$ cat src/rtl/csrx_pkg.sv
package csrx_pkg;
  localparam int CSRX_WORD_W    = 8;
  localparam int CSRX_SYNC_DEPTH = 2;
endpackage

$ cat src/rtl/csrx_sync.sv
module csrx_sync #(
  parameter int WIDTH  = 2,
  parameter int STAGES = 2
) (
  input  logic             clk,
  input  logic             rst,
  input  logic [WIDTH-1:0] async_in,
  output logic [WIDTH-1:0] sync_out
);
  for (genvar g = 0; g < WIDTH; g++) begin : g_bit
    logic [STAGES-1:0] pipe;
    always_ff @(posedge clk) begin
      if (rst) pipe <= '0;
      else     pipe <= {pipe[STAGES-2:0], async_in[g]};
    end
    assign sync_out[g] = pipe[STAGES-1];
  end
endmodule

$ cat src/rtl/csrx_edge.sv
module csrx_edge (
  input  logic clk,
  input  logic rst,
  input  logic level,
  output logic rise,
  output logic fall
);
  logic prev;
  always_ff @(posedge clk) begin
    if (rst) prev <= 1'b0;
    else     prev <= level;
  end
  assign rise = level & ~prev;
  assign fall = ~level & prev;
endmodule

$ cat src/rtl/csrx_shifter.sv
module csrx_shifter #(
  parameter int WORD_W = 8
) (
  input  logic              clk,
  input  logic              rst,
  input  logic              enable,
  input  logic              sample,
  input  logic              fall,
  input  logic              din,
  output logic              word_done,
  output logic [WORD_W-1:0] word,
  output logic              deadline
);
  localparam int CNT_W = $clog2(WORD_W);
  localparam logic [CNT_W-1:0] LAST = CNT_W'(WORD_W - 1);

  logic [CNT_W-1:0]  bit_cnt;
  logic [WORD_W-1:0] shreg;

  always_ff @(posedge clk) begin
    if (rst || !enable) begin
      bit_cnt <= '0;
      if (rst) shreg <= '0;
    end else if (sample) begin
      bit_cnt <= (bit_cnt == LAST) ? '0 : bit_cnt + CNT_W'(1);
      shreg   <= {shreg[WORD_W-2:0], din};
    end
  end

  assign word      = {shreg[WORD_W-2:0], din};
  assign word_done = enable & sample & (bit_cnt == LAST);
  assign deadline  = enable & fall & (bit_cnt == LAST);

  // disabling reception clears the counter
  p_cnt_clear_r9: assert property (@(posedge clk) disable iff (rst)
    !enable |=> bit_cnt == '0);
endmodule

$ cat src/rtl/csrx_ovr_track.sv
module csrx_ovr_track #(
  parameter int WORD_W = 8
) (
  input  logic              clk,
  input  logic              rst,
  input  logic              word_done,
  input  logic [WORD_W-1:0] word,
  input  logic              deadline,
  input  logic              rd_stb,
  input  logic              ovf_clr,
  output logic [WORD_W-1:0] rx_data,
  output logic              rx_done,
  output logic              rx_err,
  output logic              ovf_flag
);
  logic unread;
  logic missed;

  always_ff @(posedge clk) begin
    if (rst) begin
      rx_data  <= '0;
      rx_done  <= 1'b0;
      rx_err   <= 1'b0;
      ovf_flag <= 1'b0;
      unread   <= 1'b0;
      missed   <= 1'b0;
    end else begin
      rx_done <= word_done;
      rx_err  <= word_done & missed;
      if (word_done) begin
        rx_data <= word;
        unread  <= 1'b1;
        missed  <= 1'b0;
      end else begin
        if (rd_stb) unread <= 1'b0;
        if (deadline && unread && !rd_stb) missed <= 1'b1;
      end
      if (word_done && missed) ovf_flag <= 1'b1;
      else if (ovf_clr)        ovf_flag <= 1'b0;
    end
  end

  // completion pulse lasts one cycle
  p_done_pulse_r3: assert property (@(posedge clk) disable iff (rst)
    rx_done |=> !rx_done);
  // receive register only changes with a completion
  p_data_hold_r3: assert property (@(posedge clk) disable iff (rst)
    !rx_done |-> $stable(rx_data));
  // error pulse only at a word end, with the flag set
  p_err_at_done_r5: assert property (@(posedge clk) disable iff (rst)
    rx_err |-> (rx_done && ovf_flag));
  // flag is sticky until cleared
  p_ovf_sticky_r8: assert property (@(posedge clk) disable iff (rst)
    (ovf_flag && !ovf_clr) |=> ovf_flag);
endmodule

$ cat src/rtl/csrx_receiver.sv
module csrx_receiver
  import csrx_pkg::*;
#(
  parameter int WORD_W     = CSRX_WORD_W,
  parameter int SYNC_DEPTH = CSRX_SYNC_DEPTH
) (
  input  logic              clk,
  input  logic              rst,
  input  logic              rx_en,
  input  logic              sclk_in,
  input  logic              sdata_in,
  input  logic              rd_stb,
  input  logic              ovf_clr,
  output logic [WORD_W-1:0] rx_data,
  output logic              rx_done,
  output logic              rx_err,
  output logic              ovf_flag
);
  logic [1:0]        synced;
  logic              s_rise, s_fall;
  logic              word_done, deadline;
  logic [WORD_W-1:0] word;

  csrx_sync #(.WIDTH(2), .STAGES(SYNC_DEPTH)) u_sync (
    .clk(clk), .rst(rst),
    .async_in({sdata_in, sclk_in}),
    .sync_out(synced)
  );

  csrx_edge u_edge (
    .clk(clk), .rst(rst), .level(synced[0]),
    .rise(s_rise), .fall(s_fall)
  );

  csrx_shifter #(.WORD_W(WORD_W)) u_shift (
    .clk(clk), .rst(rst), .enable(rx_en),
    .sample(s_rise), .fall(s_fall), .din(synced[1]),
    .word_done(word_done), .word(word), .deadline(deadline)
  );

  csrx_ovr_track #(.WORD_W(WORD_W)) u_track (
    .clk(clk), .rst(rst),
    .word_done(word_done), .word(word), .deadline(deadline),
    .rd_stb(rd_stb), .ovf_clr(ovf_clr),
    .rx_data(rx_data), .rx_done(rx_done), .rx_err(rx_err),
    .ovf_flag(ovf_flag)
  );
endmodule

$ cat config.mk
export PLATFORM = sky130hd
export DESIGN_NAME = csrx_receiver
export DESIGN_NICKNAME = d
export VERILOG_FILES = /design/src/rtl/csrx_pkg.sv /design/src/rtl/csrx_sync.sv /design/src/rtl/csrx_edge.sv /design/src/rtl/csrx_shifter.sv /design/src/rtl/csrx_ovr_track.sv /design/src/rtl/csrx_receiver.sv
export SDC_FILE = /design/constraint.sdc
export NUM_CORES = 1
export LEC_CHECK = 0
export BUFFER_PORTS_ARGS = -buffer_cell sky130_fd_sc_hd__buf_2
export CAP_MARGIN = 25
export CELL_PAD_IN_SITES_DETAIL_PLACEMENT = 0
export CELL_PAD_IN_SITES_GLOBAL_PLACEMENT = 1
export CORE_MARGIN = 5
export CORE_UTILIZATION = 40
export CTS_CLUSTER_DIAMETER = 120
export CTS_CLUSTER_SIZE = 16
export DETAILED_ROUTE_END_ITERATION = 8
export HOLD_SLACK_MARGIN = 0.02
export PLACE_DENSITY = 0.79
export SETUP_SLACK_MARGIN = 0.3
export SLEW_MARGIN = 40
export SYNTH_ARGS = -nofsm -noshare
export SYNTH_HDL_FRONTEND = slang
export SYNTH_HIERARCHICAL = 1
export SYNTH_SLANG_ARGS = --single-unit
$ cat constraint.sdc
create_clock -name clk -period 3.9 [get_ports clk]
set_input_delay 0.78 -clock clk [delete_from_list [all_inputs] [get_ports clk]]
set_output_delay 0.78 -clock clk [all_outputs]
set_load 0.1 [all_outputs]
# After elaboration in Yosys (flattened, before gate mapping)
# Cells that the tools add are included.
# op_classes
addsub	1
eq_ne	2
mux	8
bitwise_logic	9
n_reduce_logical	11
# op_table
cell	count
$mux 7	3
$and 1x1->1	7
$reduce_bool 2->1	3
$mux 1	4
$add 3x1->3 const B	1
$eq 3x3->1 const B	1
$logic_and 1x1->1	3
$mux 3	1
$logic_not 1->1	2
$ne 2x2->1 const B	1
$not 1->1	2
$reduce_and 2->1	1
$reduce_or 2->1	1
$logic_or 1x1->1	1
# totals
reg_bits	28
output_inout_bits	11
word_cells	42

# Longest topological paths before layout
# logic_depth
ltp_word	6
depth_mapped	6
ltp_nobuf	5

# Hierarchy
# The synthesis kept the hierarchy.
# modules_own_cells
mod	n_inst	cells_per_inst	area_each_um2	seq_area_each_um2
csrx_ovr_track	1	42	449.2	260.2
csrx_shifter	1	32	430.4	270.3
csrx_sync	1	10	120.1	80.1
csrx_edge	1	4	38.8	20.0

# Least setup slack after synthesis
# No wires, ideal clock.
# synth_path
path_kind	reg-to-output
startpoint	register u_track.ovf_flag
endpoint	output ovf_flag
arrival_time_ps	925
required_ps	3120
slack_ps	2195
path_stages_with_launch	1
path_cell_list	dfxtp_1
# synth_lines
element	line	text
start, declared	csrx_ovr_track.sv:14	output logic ovf_flag
start signal, assigned	csrx_ovr_track.sv:24	ovf_flag <= 1'b0;
start signal, assigned	csrx_ovr_track.sv:38	if (word_done && missed) ovf_flag <= 1'b1;
start signal, assigned	csrx_ovr_track.sv:39	else if (ovf_clr) ovf_flag <= 1'b0;
end, declared	csrx_receiver.sv:17	output logic ovf_flag
# No word-level cell between the ends.

# Worst setup path in the final report
# layout_path
startpoint	register u_track.rx_data[0]
endpoint	output rx_data[0]
# layout_lines
element	line	text
start, declared	csrx_ovr_track.sv:11	output logic [WORD_W-1:0] rx_data,
start signal, assigned	csrx_ovr_track.sv:31	rx_data <= word;
end, declared	csrx_receiver.sv:14	output logic [WORD_W-1:0] rx_data,
# No word-level cell between the ends.

==> results.md <==
- 1st-iter DRT viols: 5
- Pwr Total: between 400 and 500 uW
- CP startpoint kind: register
- TritonCTS Buffers: 3
- Fill cell count: between 200 and 250
- Max FO, Critical Path: 2
- Max Freq: 528 MHz
- GRT overflow: 0
- Setup-failing EPs final: 0
- Multi-input gate area: around 360 um^2
- Slowest stage delay, CP: 0.43 ns
- Mapped Cells: 88
- Synthesized Nets: 97
- Crit. End Element: output port
- Routed vias/inst: between 4 and 5
- Post-synthesis adder-cell area fraction: 0.0241
- CTS tree: built
- Dpl cells: 130
- Via count: 628
- Total GRT Usage: 0.0916
- Worst path slowest cell: buf_2
- Post-synthesis mux area share: 0.0964
- Global-route wire length before repair: ~2500 um
- Setup TNS: 0 ns
- Slew Viols, Final: 0
- Worst Skew: between 0.006 and 0.007 ns
- Hold_buf cts: 0
- Cell variety after synth: 22
- Largest net degree at the start of global routing: 22
- CP bufs+invs: 1
- Actual slew at the worst max-slew pin: a little over 0.6 ns
- Tmin final: ~1.9 ns
- Port buffer count: 17
- Chip height: 61.0 um
- Die width: between 60 and 70 um
- Dominant cell type by area after synthesis: dfxtp_1
- Worst EP required: roughly 3.1 ns
- Syn. warnings: 6
- Post-synth top area share: 0.405
- Status: finished clean
- # rows: 18
- Core Footprint: 0.00248 mm^2
- Max-Slew Margin vs Limit: 0.594
- Hold Crit Depth: 1
- Yosys reg bits: 28
- Io pins: 18
- Compound-Gate Fraction of Synth Area: 0.0325
- CTS clock-pin slew for the worst setup and hold paths: about 0.14 ns
- Final nets: 114
- Final GP Congestion: about 0.66
- Post-DR wirelength/cell: roughly 11 um
- P_leak: around 0.00047 uW
- # diodes: 0
- Area of the die: about 0.0037 mm^2
- Main combinational cell family by area after synthesis: simple AND/OR/NAND/NOR gates
- Worst R2R Start: u_sync/g_bit[0].pipe[1]$_SDFF_PP0_
- First-pass DRT Iterations: 4
- Synth Area in XOR/XNOR: 0
- DP Wirelength: 1060 um
- Top cells by area, synth: dfxtp_1 40%, edfxtp_1 20%, mux2i_1 9.6%
- Reg2Reg Depth: 4
- Synth Area in Simple Gates: 0.195
- Worst-skew pair later-pin latency: between 0.3 and 0.4 ns
- CTS sink count: 28
- Worst path cell trace: buf_2
- Mapped cell area: 0.00104 mm^2
- H-tree depth: 1
- FF/Latch Area: ~630 um^2
- FF-to-FF End: u_track/rx_data[5]$_SDFFE_PP0P_
- Vias in the first global route: 553
- Fin. Hold Viols: 0
- Worst EP arrival: around 1.1 ns
- DRT antenna net count: 0
- Worst Hold Class: register to register
- WHS Endpoint: u_sync/g_bit[1].pipe[1]$_SDFF_PP0_
- Layout cells sized above 1: 0.221
- Clk buf depth: 2
- Initial core utilization: 0.419
- Mapped Avg Cell Area: ~12 um^2
- Family with the most delay on the worst path: buffers and inverters
- Worst Path Class, Setup: register to output port
- Hold path start: u_sync/g_bit[1].pipe[0]$_SDFF_PP0_
- Area growth syn-to-layout: 10.6%
- Initial antenna violation count: 0
- Unrepaired setup endpoints after global routing: no
- Final wirelength: 1530 um
- Peak supply drop: 162 uV
- Seq/Total Area, Yosys: 0.607
- P per Cell Area: 381 mW/mm^2
- Max-cap violation count: 0
- Reg2Reg Setup Slack: approximately 2.1 ns
- Post-CTS sizing: 0
- Non-Filler Instances: between 100 and 150
- Final core utilization: 0.464
- Root buffer cell: clkbuf_4
- Final Cycle Share: 0.486
- DRC violations left: 0
- Post-CTS setup buffer count: 0
final cells by class:
cell class,instances,share of cell area
inverter,2,0.00654
clock inverter,1,0.00327
sequential,28,0.549
clock buffer,3,0.0196
timing repair buffer,17,0.0741
tap,30,0.0327
multi-input combinational,53,0.315
stage by stage:
stage                     cell area [um^2]  hold slack, ns  setup WS [ns]
after CTS                             1150           0.458           1.98
after floorplan                       1040           0.414           2.19
final                                 1150           0.450           2.00
after global routing                  1150           0.473           1.93
after detailed placement              1120           0.427           2.00
after global placement                1120           0.420           2.03
worst max path at each step:
| stage | start | endpoint | cells past startpoint |
|---|---|---|---|
| after floorplan | u_track/ovf_flag$_SDFFE_PP0P_ | ovf_flag | 0 |
| after global placement | rx_en | u_track/rx_data[1]$_SDFFE_PP0P_ | 4 |
| after detailed placement | rx_en | u_track/rx_data[5]$_SDFFE_PP0P_ | 4 |
| after CTS | u_track/rx_data[0]$_SDFFE_PP0P_ | rx_data[0] | 1 |
| after global routing | u_track/rx_data[0]$_SDFFE_PP0P_ | rx_data[0] | 1 |
| final | u_track/rx_data[0]$_SDFFE_PP0P_ | rx_data[0] | 1 |
kinds of logic (layout without fill, tap and decap cells):
kind of cell	after synthesis	in the layout
DFF	28	28
muxes	10	10
and+or+nand+nor	36	36
adders and majority gates	2	2
AOI/OAI and AO/OA	5	5
buffers and inverters	7	23
synth_stat cells:
cell type,count
and3_1,2
a211oi_1,1
ha_1,2
nand3b_1,1
mux2i_1,10
nor3_2,1
and2_1,7
inv_2,1
a21o_1,1
buf_2,1
nand2b_1,4
nand2_1,1
nor2b_1,8
nor2_1,11
buf_4,3
a21oi_1,2
inv_1,1
buf_6,1
edfxtp_1,7
a21oi_2,1
dfxtp_1,21
or3b_1,1
metal layers:
metal	up-vias	routed length, um	track usage
met2	14	673	0.134
li1	325	-	-
met5	-	0	0
met3	2	96	0.0255
met1	287	739	0.119
met4	0	15	0.0557
cell usage in the layout (no fill, tap or decap), drive strengths merged:
master   n
or3b     1
and2     7
nand2    1
mux2i   10
a21o     1
clkbuf   3
nor2    11
ha       2
nand2b   4
nor2b    8
nor3     1
inv      2
and3     2
a21oi    3
buf     17
nand3b   1
clkinv   1
dfxtp   21
a211oi   1
edfxtp   7
power breakdown:
part	switching, uW	leakage, uW	total, uW	internal (uW)
logic	9.15	0.000211	16.2	7.02
clock network	77.5	0.0000154	115	37.4
registers	2.58	0.000243	307	304
total	89.2	0.000469	438	349
flip-flops by register name, summed over array words and instances, names as in the netlist:
signal,count
u_track/rx_err,1
u_track/rx_done,1
u_track/unread,1
u_track/rx_data,8
u_edge/prev,1
u_sync/g_bit.pipe,4
u_shift/bit_cnt,3
u_shift/shreg,7
u_track/missed,1
u_track/ovf_flag,1
Note: power is estimated with default switching activity, not from simulation.
